===== config.mk =====
export PLATFORM = sky130hd
export DESIGN_NAME = spad_stage
export DESIGN_NICKNAME = d
export VERILOG_FILES = /design/src/rtl/spad_pkg.sv /design/src/rtl/spad_addr_reg.sv /design/src/rtl/spad_buffer.sv /design/src/rtl/spad_status.sv /design/src/rtl/spad_stage.sv
export SDC_FILE = /design/constraint.sdc
export NUM_CORES = 1
export LEC_CHECK = 0
export CAP_MARGIN = 10
export CORE_MARGIN = 2
export CORE_UTILIZATION = 53
export DETAILED_ROUTE_END_ITERATION = 8
export GPL_TIMING_DRIVEN = 0
export PLACE_DENSITY = 0.86
export RECOVER_POWER = 25
export SLEW_MARGIN = 0
export SYNTH_ARGS = -nofsm -noshare
export SYNTH_HDL_FRONTEND = slang
export SYNTH_SLANG_ARGS = --single-unit

===== constraint.sdc =====
create_clock -name clk -period 4.1 [get_ports clk]
set_input_delay 0.82 -clock clk [delete_from_list [all_inputs] [get_ports clk]]
set_output_delay 0.82 -clock clk [all_outputs]
set_load 0.02 [all_outputs]

===== src/rtl/spad_pkg.sv =====
package spad_pkg;
   typedef enum logic [2:0] {
      OP_ADDR_LO = 3'd0,
      OP_ADDR_HI = 3'd1,
      OP_WR_BEGIN = 3'd2,
      OP_WR_BYTE = 3'd3,
      OP_WR_END = 3'd4,
      OP_COMMIT = 3'd5
   } spad_op_e;

   localparam int ES_AA_BIT = 7;
   localparam int ES_PF_BIT = 5;
   localparam logic [7:0] ES_FIXED_ONES = 8'h5F;
endpackage


===== src/rtl/spad_addr_reg.sv =====
module spad_addr_reg #(
   parameter int BYTE_W = 8,
   parameter int ALIGN = 3
) (
   input  logic              clk,
   input  logic              rst_n,
   input  logic              ld_lo_i,
   input  logic              ld_hi_i,
   input  logic [BYTE_W-1:0] data_i,
   output logic [BYTE_W-1:0] ta_lo_o,
   output logic [BYTE_W-1:0] ta_hi_o
);
   localparam logic [BYTE_W-1:0] LO_MASK = ~((BYTE_W)'((1 << ALIGN) - 1));

   generate
      if (ALIGN >= BYTE_W) begin : g_bad_align
         $error("alignment must leave address bits in the low byte");
      end
   endgenerate

   always_ff @(posedge clk) begin
      if (!rst_n) begin
         ta_lo_o <= '0;
         ta_hi_o <= '0;
      end else begin
         if (ld_lo_i) ta_lo_o <= data_i & LO_MASK;
         if (ld_hi_i) ta_hi_o <= data_i;
      end
   end


   lo_aligned_chk: assert property (@(posedge clk) disable iff (!rst_n)
      ld_lo_i |=> (ta_lo_o[ALIGN-1:0] == '0) &&
                  (ta_lo_o[BYTE_W-1:ALIGN] == $past(data_i[BYTE_W-1:ALIGN])));

   hi_load_chk: assert property (@(posedge clk) disable iff (!rst_n)
      ld_hi_i |=> ta_hi_o == $past(data_i));
endmodule


===== src/rtl/spad_buffer.sv =====
module spad_buffer #(
   parameter int BYTE_W = 8,
   parameter int BLK_BYTES = 8,
   localparam int CNT_W = $clog2(BLK_BYTES + 1),
   localparam int IDX_W = $clog2(BLK_BYTES)
) (
   input  logic                        clk,
   input  logic                        rst_n,
   input  logic                        begin_i,
   input  logic                        wr_i,
   input  logic [BYTE_W-1:0]           data_i,
   input  logic [IDX_W-1:0]            rd_idx_i,
   output logic [BYTE_W-1:0]           rd_byte_o,
   output logic                        full_o,
   output logic [BLK_BYTES*BYTE_W-1:0] flat_o
);
   logic [CNT_W-1:0] cnt_q;
   logic [BYTE_W-1:0] mem_q [BLK_BYTES];

   assign full_o = (cnt_q == CNT_W'(BLK_BYTES));

   always_ff @(posedge clk) begin
      if (!rst_n) cnt_q <= '0;
      else if (begin_i) cnt_q <= '0;
      else if (wr_i && !full_o) cnt_q <= cnt_q + 1'b1;
   end

   generate
      for (genvar i = 0; i < BLK_BYTES; i++) begin : g_byte
         always_ff @(posedge clk) begin
            if (!rst_n) mem_q[i] <= '0;
            else if (wr_i && !begin_i && cnt_q == CNT_W'(i)) mem_q[i] <= data_i;
         end
         assign flat_o[i*BYTE_W +: BYTE_W] = mem_q[i];
      end
   endgenerate

   assign rd_byte_o = mem_q[rd_idx_i];


   overflow_ignored_chk: assert property (@(posedge clk) disable iff (!rst_n)
      (wr_i && full_o && !begin_i) |=> $stable(flat_o));

   fill_advance_chk: assert property (@(posedge clk) disable iff (!rst_n)
      (wr_i && !full_o && !begin_i) |=> cnt_q == $past(cnt_q) + 1'b1);
endmodule


===== src/rtl/spad_status.sv =====
module spad_status (
   input  logic clk,
   input  logic rst_n,
   input  logic begin_i,
   input  logic end_i,
   input  logic commit_req_i,
   input  logic full_i,
   output logic open_o,
   output logic pf_o,
   output logic aa_o,
   output logic commit_o
);
   always_ff @(posedge clk) begin
      if (!rst_n) begin
         open_o   <= 1'b0;
         pf_o     <= 1'b1;
         aa_o     <= 1'b0;
         commit_o <= 1'b0;
      end else begin
         commit_o <= 1'b0;
         if (begin_i) begin
            open_o <= 1'b1;
            pf_o   <= 1'b0;
            aa_o   <= 1'b0;
         end else if (end_i && open_o) begin
            open_o <= 1'b0;
            pf_o   <= !full_i;
         end else if (commit_req_i && !open_o && !pf_o) begin
            commit_o <= 1'b1;
            aa_o     <= 1'b1;
         end
      end
   end


   partial_set_chk: assert property (@(posedge clk) disable iff (!rst_n)
      (end_i && open_o && !full_i) |=> pf_o);

   aa_clear_chk: assert property (@(posedge clk) disable iff (!rst_n)
      begin_i |=> !aa_o && !pf_o);

   aa_with_commit_chk: assert property (@(posedge clk) disable iff (!rst_n)
      commit_o |-> aa_o);

   commit_refused_chk: assert property (@(posedge clk) disable iff (!rst_n)
      (commit_req_i && (pf_o || open_o)) |=> !commit_o && (aa_o == $past(aa_o)));

   commit_single_chk: assert property (@(posedge clk) disable iff (!rst_n)
      commit_o |=> !commit_o || $past(commit_req_i));
endmodule


===== src/rtl/spad_stage.sv =====
module spad_stage #(
   parameter int BYTE_W = 8,
   parameter int BLK_BYTES = 8,
   localparam int ALIGN = $clog2(BLK_BYTES),
   localparam int RSEL_W = $clog2(BLK_BYTES + 3),
   localparam int ADDR_W = 2 * BYTE_W,
   localparam int DATA_W = BLK_BYTES * BYTE_W
) (
   input  logic              clk,
   input  logic              rst_n,
   input  logic              cmd_valid,
   input  logic [2:0]        cmd_op,
   input  logic [BYTE_W-1:0] cmd_data,
   input  logic [RSEL_W-1:0] rd_sel,
   output logic [BYTE_W-1:0] rd_data,
   output logic              commit_o,
   output logic [ADDR_W-1:0] commit_addr,
   output logic [DATA_W-1:0] commit_data
);
   import spad_pkg::*;

   generate
      if (BYTE_W != 8) begin : g_bad_byte
         $error("status byte layout needs 8-bit bytes");
      end
      if (BLK_BYTES < 2 || BLK_BYTES > 8 || (BLK_BYTES & (BLK_BYTES - 1)) != 0) begin : g_bad_blk
         $error("block size must be a power of two from 2 to 8");
      end
   endgenerate

   spad_op_e op;
   logic do_lo, do_hi, do_begin, do_byte, do_end, do_commit;
   logic open_q, pf_q, aa_q, full;
   logic [BYTE_W-1:0] ta_lo, ta_hi, buf_byte, es_byte;

   assign op        = spad_op_e'(cmd_op);
   assign do_lo     = cmd_valid && op == OP_ADDR_LO;
   assign do_hi     = cmd_valid && op == OP_ADDR_HI;
   assign do_begin  = cmd_valid && op == OP_WR_BEGIN;
   assign do_byte   = cmd_valid && op == OP_WR_BYTE;
   assign do_end    = cmd_valid && op == OP_WR_END;
   assign do_commit = cmd_valid && op == OP_COMMIT;

   spad_addr_reg #(.BYTE_W(BYTE_W), .ALIGN(ALIGN)) u_addr (
      .clk(clk), .rst_n(rst_n), .ld_lo_i(do_lo), .ld_hi_i(do_hi),
      .data_i(cmd_data), .ta_lo_o(ta_lo), .ta_hi_o(ta_hi));

   spad_buffer #(.BYTE_W(BYTE_W), .BLK_BYTES(BLK_BYTES)) u_buf (
      .clk(clk), .rst_n(rst_n), .begin_i(do_begin), .wr_i(do_byte && open_q),
      .data_i(cmd_data), .rd_idx_i(rd_sel[ALIGN-1:0]), .rd_byte_o(buf_byte),
      .full_o(full), .flat_o(commit_data));

   spad_status u_stat (
      .clk(clk), .rst_n(rst_n), .begin_i(do_begin), .end_i(do_end),
      .commit_req_i(do_commit), .full_i(full), .open_o(open_q),
      .pf_o(pf_q), .aa_o(aa_q), .commit_o(commit_o));

   always_comb begin
      es_byte = ES_FIXED_ONES;
      es_byte[ES_AA_BIT] = aa_q;
      es_byte[ES_PF_BIT] = pf_q;
   end

   always_comb begin
      if (rd_sel < RSEL_W'(BLK_BYTES))          rd_data = buf_byte;
      else if (rd_sel == RSEL_W'(BLK_BYTES))     rd_data = ta_lo;
      else if (rd_sel == RSEL_W'(BLK_BYTES + 1)) rd_data = ta_hi;
      else if (rd_sel == RSEL_W'(BLK_BYTES + 2)) rd_data = es_byte;
      else                                       rd_data = '0;
   end

   assign commit_addr = {ta_hi, ta_lo};


   commit_aligned_chk: assert property (@(posedge clk) disable iff (!rst_n)
      commit_o |-> commit_addr[ALIGN-1:0] == '0);

   es_fixed_chk: assert property (@(posedge clk) disable iff (!rst_n)
      (rd_sel == RSEL_W'(BLK_BYTES + 2)) |-> (rd_data & ES_FIXED_ONES) == ES_FIXED_ONES);
endmodule


**Word-level counts from Yosys, hierarchy flattened**

Memories as Yosys holds them, arrays and structs flattened.
Index checks and enable logic that the tools add are counted.

- Input port bits: 18
- Register bits: 21
- Word-level logic and storage cells: 108
- Output and inout port bits: 89
- Memories: 1
- Memory bits (writable): 64

Memory list:

| memory | depth | width | read ports | clocked after Yosys merged registers in | write ports | RTL line | source |
|---|---|---|---|---|---|---|---|
| u_buf.mem_q | 8 | 8 | 9 | 0 | 8 | spad_buffer.sv:18 | `logic [BYTE_W-1:0] mem_q [BLK_BYTES];` |

- Mux-type cells: 42
- Add/subtract/negate cells: 1
- Bitwise logic cells: 10
- Magnitude comparators: 1
- Equal/unequal tests: 16
- Reduce and logical (&&, ||, !) cells: 30

Operators by type and width:

| cell | count |
|---|---|
| 8-bit 2-to-1 mux | 12 |
| 1-bit 2-to-1 mux | 30 |
| 1-bit logical AND | 20 |
| 4-bit by 3-bit equality test with 1-bit output (second input constant) | 4 |
| 4-bit equality test (second input constant) | 4 |
| 4-bit by 2-bit equality test with 1-bit output (second input constant) | 2 |
| 1-bit bitwise OR | 8 |
| 3-bit by 2-bit equality test with 1-bit output (second input constant) | 2 |
| 3-bit equality test (second input constant) | 2 |
| 4-bit by 1-bit adder with 4-bit output (second input constant) | 1 |
| 4-bit by 1-bit equality test with 1-bit output (second input constant) | 1 |
| 1-bit zero test | 4 |
| 4-bit zero test | 1 |
| 4-bit < comparator (second input constant) | 1 |
| 3-bit by 1-bit equality test with 1-bit output (second input constant) | 1 |
| 3-bit zero test | 1 |
| 3-bit OR reduction | 1 |
| 1-bit inverter | 2 |
| 2-bit AND reduction | 1 |
| 2-bit nonzero test | 1 |
| 2-bit OR reduction | 1 |

**Longest topological paths before layout**

- Word-level depth: 9
- Mapped depth: 6
- Mapped depth without buffers: 5

**Hierarchy**

From an unflattened synthesis, not the netlist that was laid out.

- Cell total of the unflattened synthesis: 317
- Area, all modules: 4209.0 um^2

By module, submodules not included:

| module | times used | area each (um^2) | seq. area each (um^2) | cells an instance |
|---|---|---|---|---|
| spad_buffer | 1 | 3241.9 | 2001.9 | 209 |
| spad_addr_reg | 1 | 521.8 | 260.2 | 46 |
| spad_stage | 1 | 300.3 | 0.0 | 48 |
| spad_status | 1 | 145.1 | 80.1 | 14 |

**Worst setup path after synthesis**

No wires, ideal clock.

- Path kind: input to output
- Start point: input rd_sel[0]
- End point: output rd_data[2]
- Slack: 1.271 ns
- Cell stages on the path: 6
- Buffers on the path: 3
- Arrival time: 2.009 ns
- Data required time: 3.280 ns
- Path through: buf_6 -> buf_12 -> buf_12 -> mux2i_1 -> a221o_1 -> o22ai_1

- Longest elaborated chain between the ends: 5
- Elaborated cells between the ends (all ways): 9
- Those cells by class: order compare (1); eq/ne (3); mux (4); memory (1)

Ends and longest elaborated chain:

| item | RTL line | source |
|---|---|---|
| from (decl) | spad_stage.sv:14 | `input logic [RSEL_W-1:0] rd_sel,` |
| 4-bit equality test | spad_stage.sv:68 | `else if (rd_sel == RSEL_W'(BLK_BYTES + 2)) rd_data = es_byte;` |
| 8-bit 2-to-1 mux | spad_stage.sv:68 |  |
| 8-bit 2-to-1 mux | spad_stage.sv:67 | `else if (rd_sel == RSEL_W'(BLK_BYTES + 1)) rd_data = ta_hi;` |
| 8-bit 2-to-1 mux | spad_stage.sv:66 | `else if (rd_sel == RSEL_W'(BLK_BYTES)) rd_data = ta_lo;` |
| 8-bit 2-to-1 mux * | spad_stage.sv:65 | `if (rd_sel < RSEL_W'(BLK_BYTES)) rd_data = buf_byte;` |
| to (decl) | spad_stage.sv:15 | `output logic [BYTE_W-1:0] rd_data,` |

Every way passes the cells marked *; elsewhere a longest branch is shown, timed or not.

**Worst setup path in the final report**

- Start point: input rd_sel[1]
- End point: output rd_data[7]

The elaborated chain is that of the path after synthesis.

==> results by group <==
Outcome
  – Status: finished, violations left
  – Violated checks: capacitance limit, slew limit

Yosys
  – Cell taking the most area after synthesis: edfxtp_1
  – Main area contributors after synthesis: edfxtp_1 (46%), dfxtp_1 (10%), mux2i_1 (6.7%)
  – Synth Instances: ~340
  – Synth cell count leaders: nor2_1 (69), edfxtp_1 (64), mux2i_1 (28)
  – Post-synth EDFFs: 64
  – Avg Inst Size Synth: 12.2 um2
  – Yosys warns: 0
  – Post-synthesis sequential area ratio: 0.558
  – Unique masters post-synth: 46
  – #FFs+latches synth: 85
  – Main synth FF type: edfxtp_1
  – Asr flop ratio synth: 0
  – Yosys top cell area share: 0.458
  – Count leader, synth: nor2_1
  – Mapped cell area: around 4200 um2

Detailed routing
  – First drt pass iteration count: 5
  – Total Wirelength: approximately 12000 um
  – Initial DRC Count: between 400 and 500
  – Via count: between 3000 and 4000
  – Final ANT Viol Nets: 0
  – Residual DRC count: 0
  – WL/cell: around 20 um
  – Via density: slightly below 6

Global routing
  – Total gr overflow: 0
  – First-pass GRT wire length: 18000 um
  – Largest net degree at the start of global routing: 16
  – Antenna violations before repair: 0
  – Total track usage: 0.278
  – Vias in the first global route: between 3000 and 4000

STA
  – Final Setup Violations: 0
  – Unrepaired setup endpoints after global routing: false
  – Final Skew: roughly 0.012 ns
  – Worst slew pin tran: approximately 1.5 ns
  – Final setup margin: between 0.1 and 0.15 ns
  – Setup TNS: 0 ns
  – Period utilisation layout: 0.971
  – Slew headroom: -0.0288
  – Min Tclk post-route: about 4.0 ns
  – Final Max Tran Viols: 6
  – Hold slack: 0.494 ns
  – Final Hold Vio Count: 0
  – Fmax: 251 MHz

Clocking
  – CTS resizes: 0
  – Root Buffer: clkbuf_8
  – CTS Buf Count: 9
  – Clock Latency Late Sink: 0.36 ns
  – Clock Pin Slew Worst Setup and Hold Paths: roughly 0.070 ns
  – CTS Buffer Depth: 2
  – Clock sinks: 85
  – CTS tree: done
  – H-Tree Level Count: 3
  – Post-CTS setup buffer count: 0
  – Hold-fix buffers, CTS: 0

Critical path
  – CP Data Arrival Time: 3.16 ns
  – Critical-path cell list: clkdlybuf4s50_1, buf_2, buf_2, nor3_1, a221o_1, o22ai_1, clkdlybuf4s50_1
  – Crit path required time: 3.28 ns
  – Critical Path Sink Type: output port
  – Delay of the slowest critical-path stage: between 0.6 and 0.7 ns
  – Crit path max fanout: 10
  – Setup CP Type: in2out
  – Worst path slowest cell: clkdlybuf4s50_1
  – R2R setup slack: 1.66 ns
  – Startpoint types: input port

Floorplan
  – Die footprint: 8650 um2
  – Starting Density: 0.546
  – Core Footprint: roughly 7700 um2
  – Die Y: about 93 um
  – Row count: 32
  – DIE WIDTH: ~93 um
  – IO Pins: 107

Power
  – VDD IR max: between 0.15 and 0.2 mV
  – Pwr dens: about 320 nW/um2
  – Pleak: 0.00195 uW

Placement
  – Pre-CTS worst setup slack: approximately 0.13 ns
  – DP HPWL: between 8000 and 9000 um
  – Placement Cell Area: between 5000 and 6000 um2
  – Number of I/O port buffers: 101
  – Gpl congestion: just under 0.9

Finish
  – Layout cells sized above 1: 0.100
  – Nets: approximately 490
  – Post-route cell area: approximately 5500 um2
  – Fillers: roughly 560
  – Area delta synth->final: 30.2%
  – Ant. Diodes: 0

Flow run
  – Max-Cap Viols: 1

Worst hold path
  – Hold crit path type: reg2reg
-- placed cells by master, fill, tap and decap left out, types with 7 or more instances in the layout --
cell / netlist / layout
clkdlybuf4s50_1: 0 / 80
nor2_1: 69 / 69
edfxtp_1: 64 / 64
mux2i_1: 28 / 28
nor2b_1: 22 / 22
dlygate4sd3_1: 0 / 21
dfxtp_1: 21 / 21
nand2_1: 19 / 19
a221o_1: 9 / 9
clkbuf_8: 0 / 9
a21oi_1: 8 / 8
inv_1: 7 / 7
buf_2: 6 / 7
clkbuf_1: 4 / 7
o22ai_1: 7 / 7
nand3_1: 3 / 7
-- through the flow --
stage          power (uW)  cells   util
6_report             1760    570  0.711
5_1_grt              1800    570  0.711
4_1_cts              1760    568  0.721
3_5_place_dp         1250    552  0.698
3_3_place_gp         1240    549  0.695
2_1_floorplan        1120    346      -
-- critical path, delay by kind of cell --
kind	cells	cell delay, ns
AND/OR/NAND/NOR	1	0.07
buffers and inverters	4	1.78
AO/OA/AOI/OAI	2	0.47
-- sequential cells by signal (all words and copies together), names as in the netlist --
register / flops
u_addr.ta_lo_o: 5
u_stat.open_o: 1
u_addr.ta_hi_o: 8
u_buf.cnt_q: 4
u_buf.mem_q: 64
u_stat.commit_o: 1
u_stat.aa_o: 1
u_stat.pf_o: 1
-- final timing paths --
| path | start | to | cells past startpoint |
|---|---|---|---|
| setup / recovery | rd_sel[1] | rd_data[7] | 7 |
| hold reg to reg | u_stat.aa_o | u_stat.aa_o | 2 |
| setup reg to reg | u_buf.cnt_q[0] | u_buf.mem_q[2][2] | 5 |
| hold / removal | u_stat.aa_o | u_stat.aa_o | 2 |
-- per-layer routing --
layer	share of wire	global-route usage
met2	0.49	0.454
met5	0	0
met3	0.099	0.0443
met1	0.38	0.372
met4	0.026	0.121
-- cells by family after synthesis --
family          count (synthesis)  share of synthesized area
fa+ha+maj                       4                     0.0119
buf+inv                        30                     0.0498
compound gates                 46                     0.0802
other cells                     1                   0.000893
mux                            37                      0.117
simple gates                  141                      0.183
flops                          85                      0.558
-- power breakdown --
group | internal [uW] | switching (uW)
sequential | 947 | 15.7
combinational | 118 | 143
clock | 224 | 311
total | 1290 | 470
-- layout make-up --
cell class	instances	area [um2]	share of cell area
Timing Repair Buffer	106	1040	0.190
Clock buffer	10	128	0.0233
Sequential cell	85	2340	0.428
Clock inverter	6	46.3	0.00846
Tap cell	102	128	0.0233
Multi-Input combinational cell	231	1580	0.290
Buffer	23	174	0.0318
Inverter	7	26.3	0.00480
Note: power is estimated with default switching activity, not from simulation.
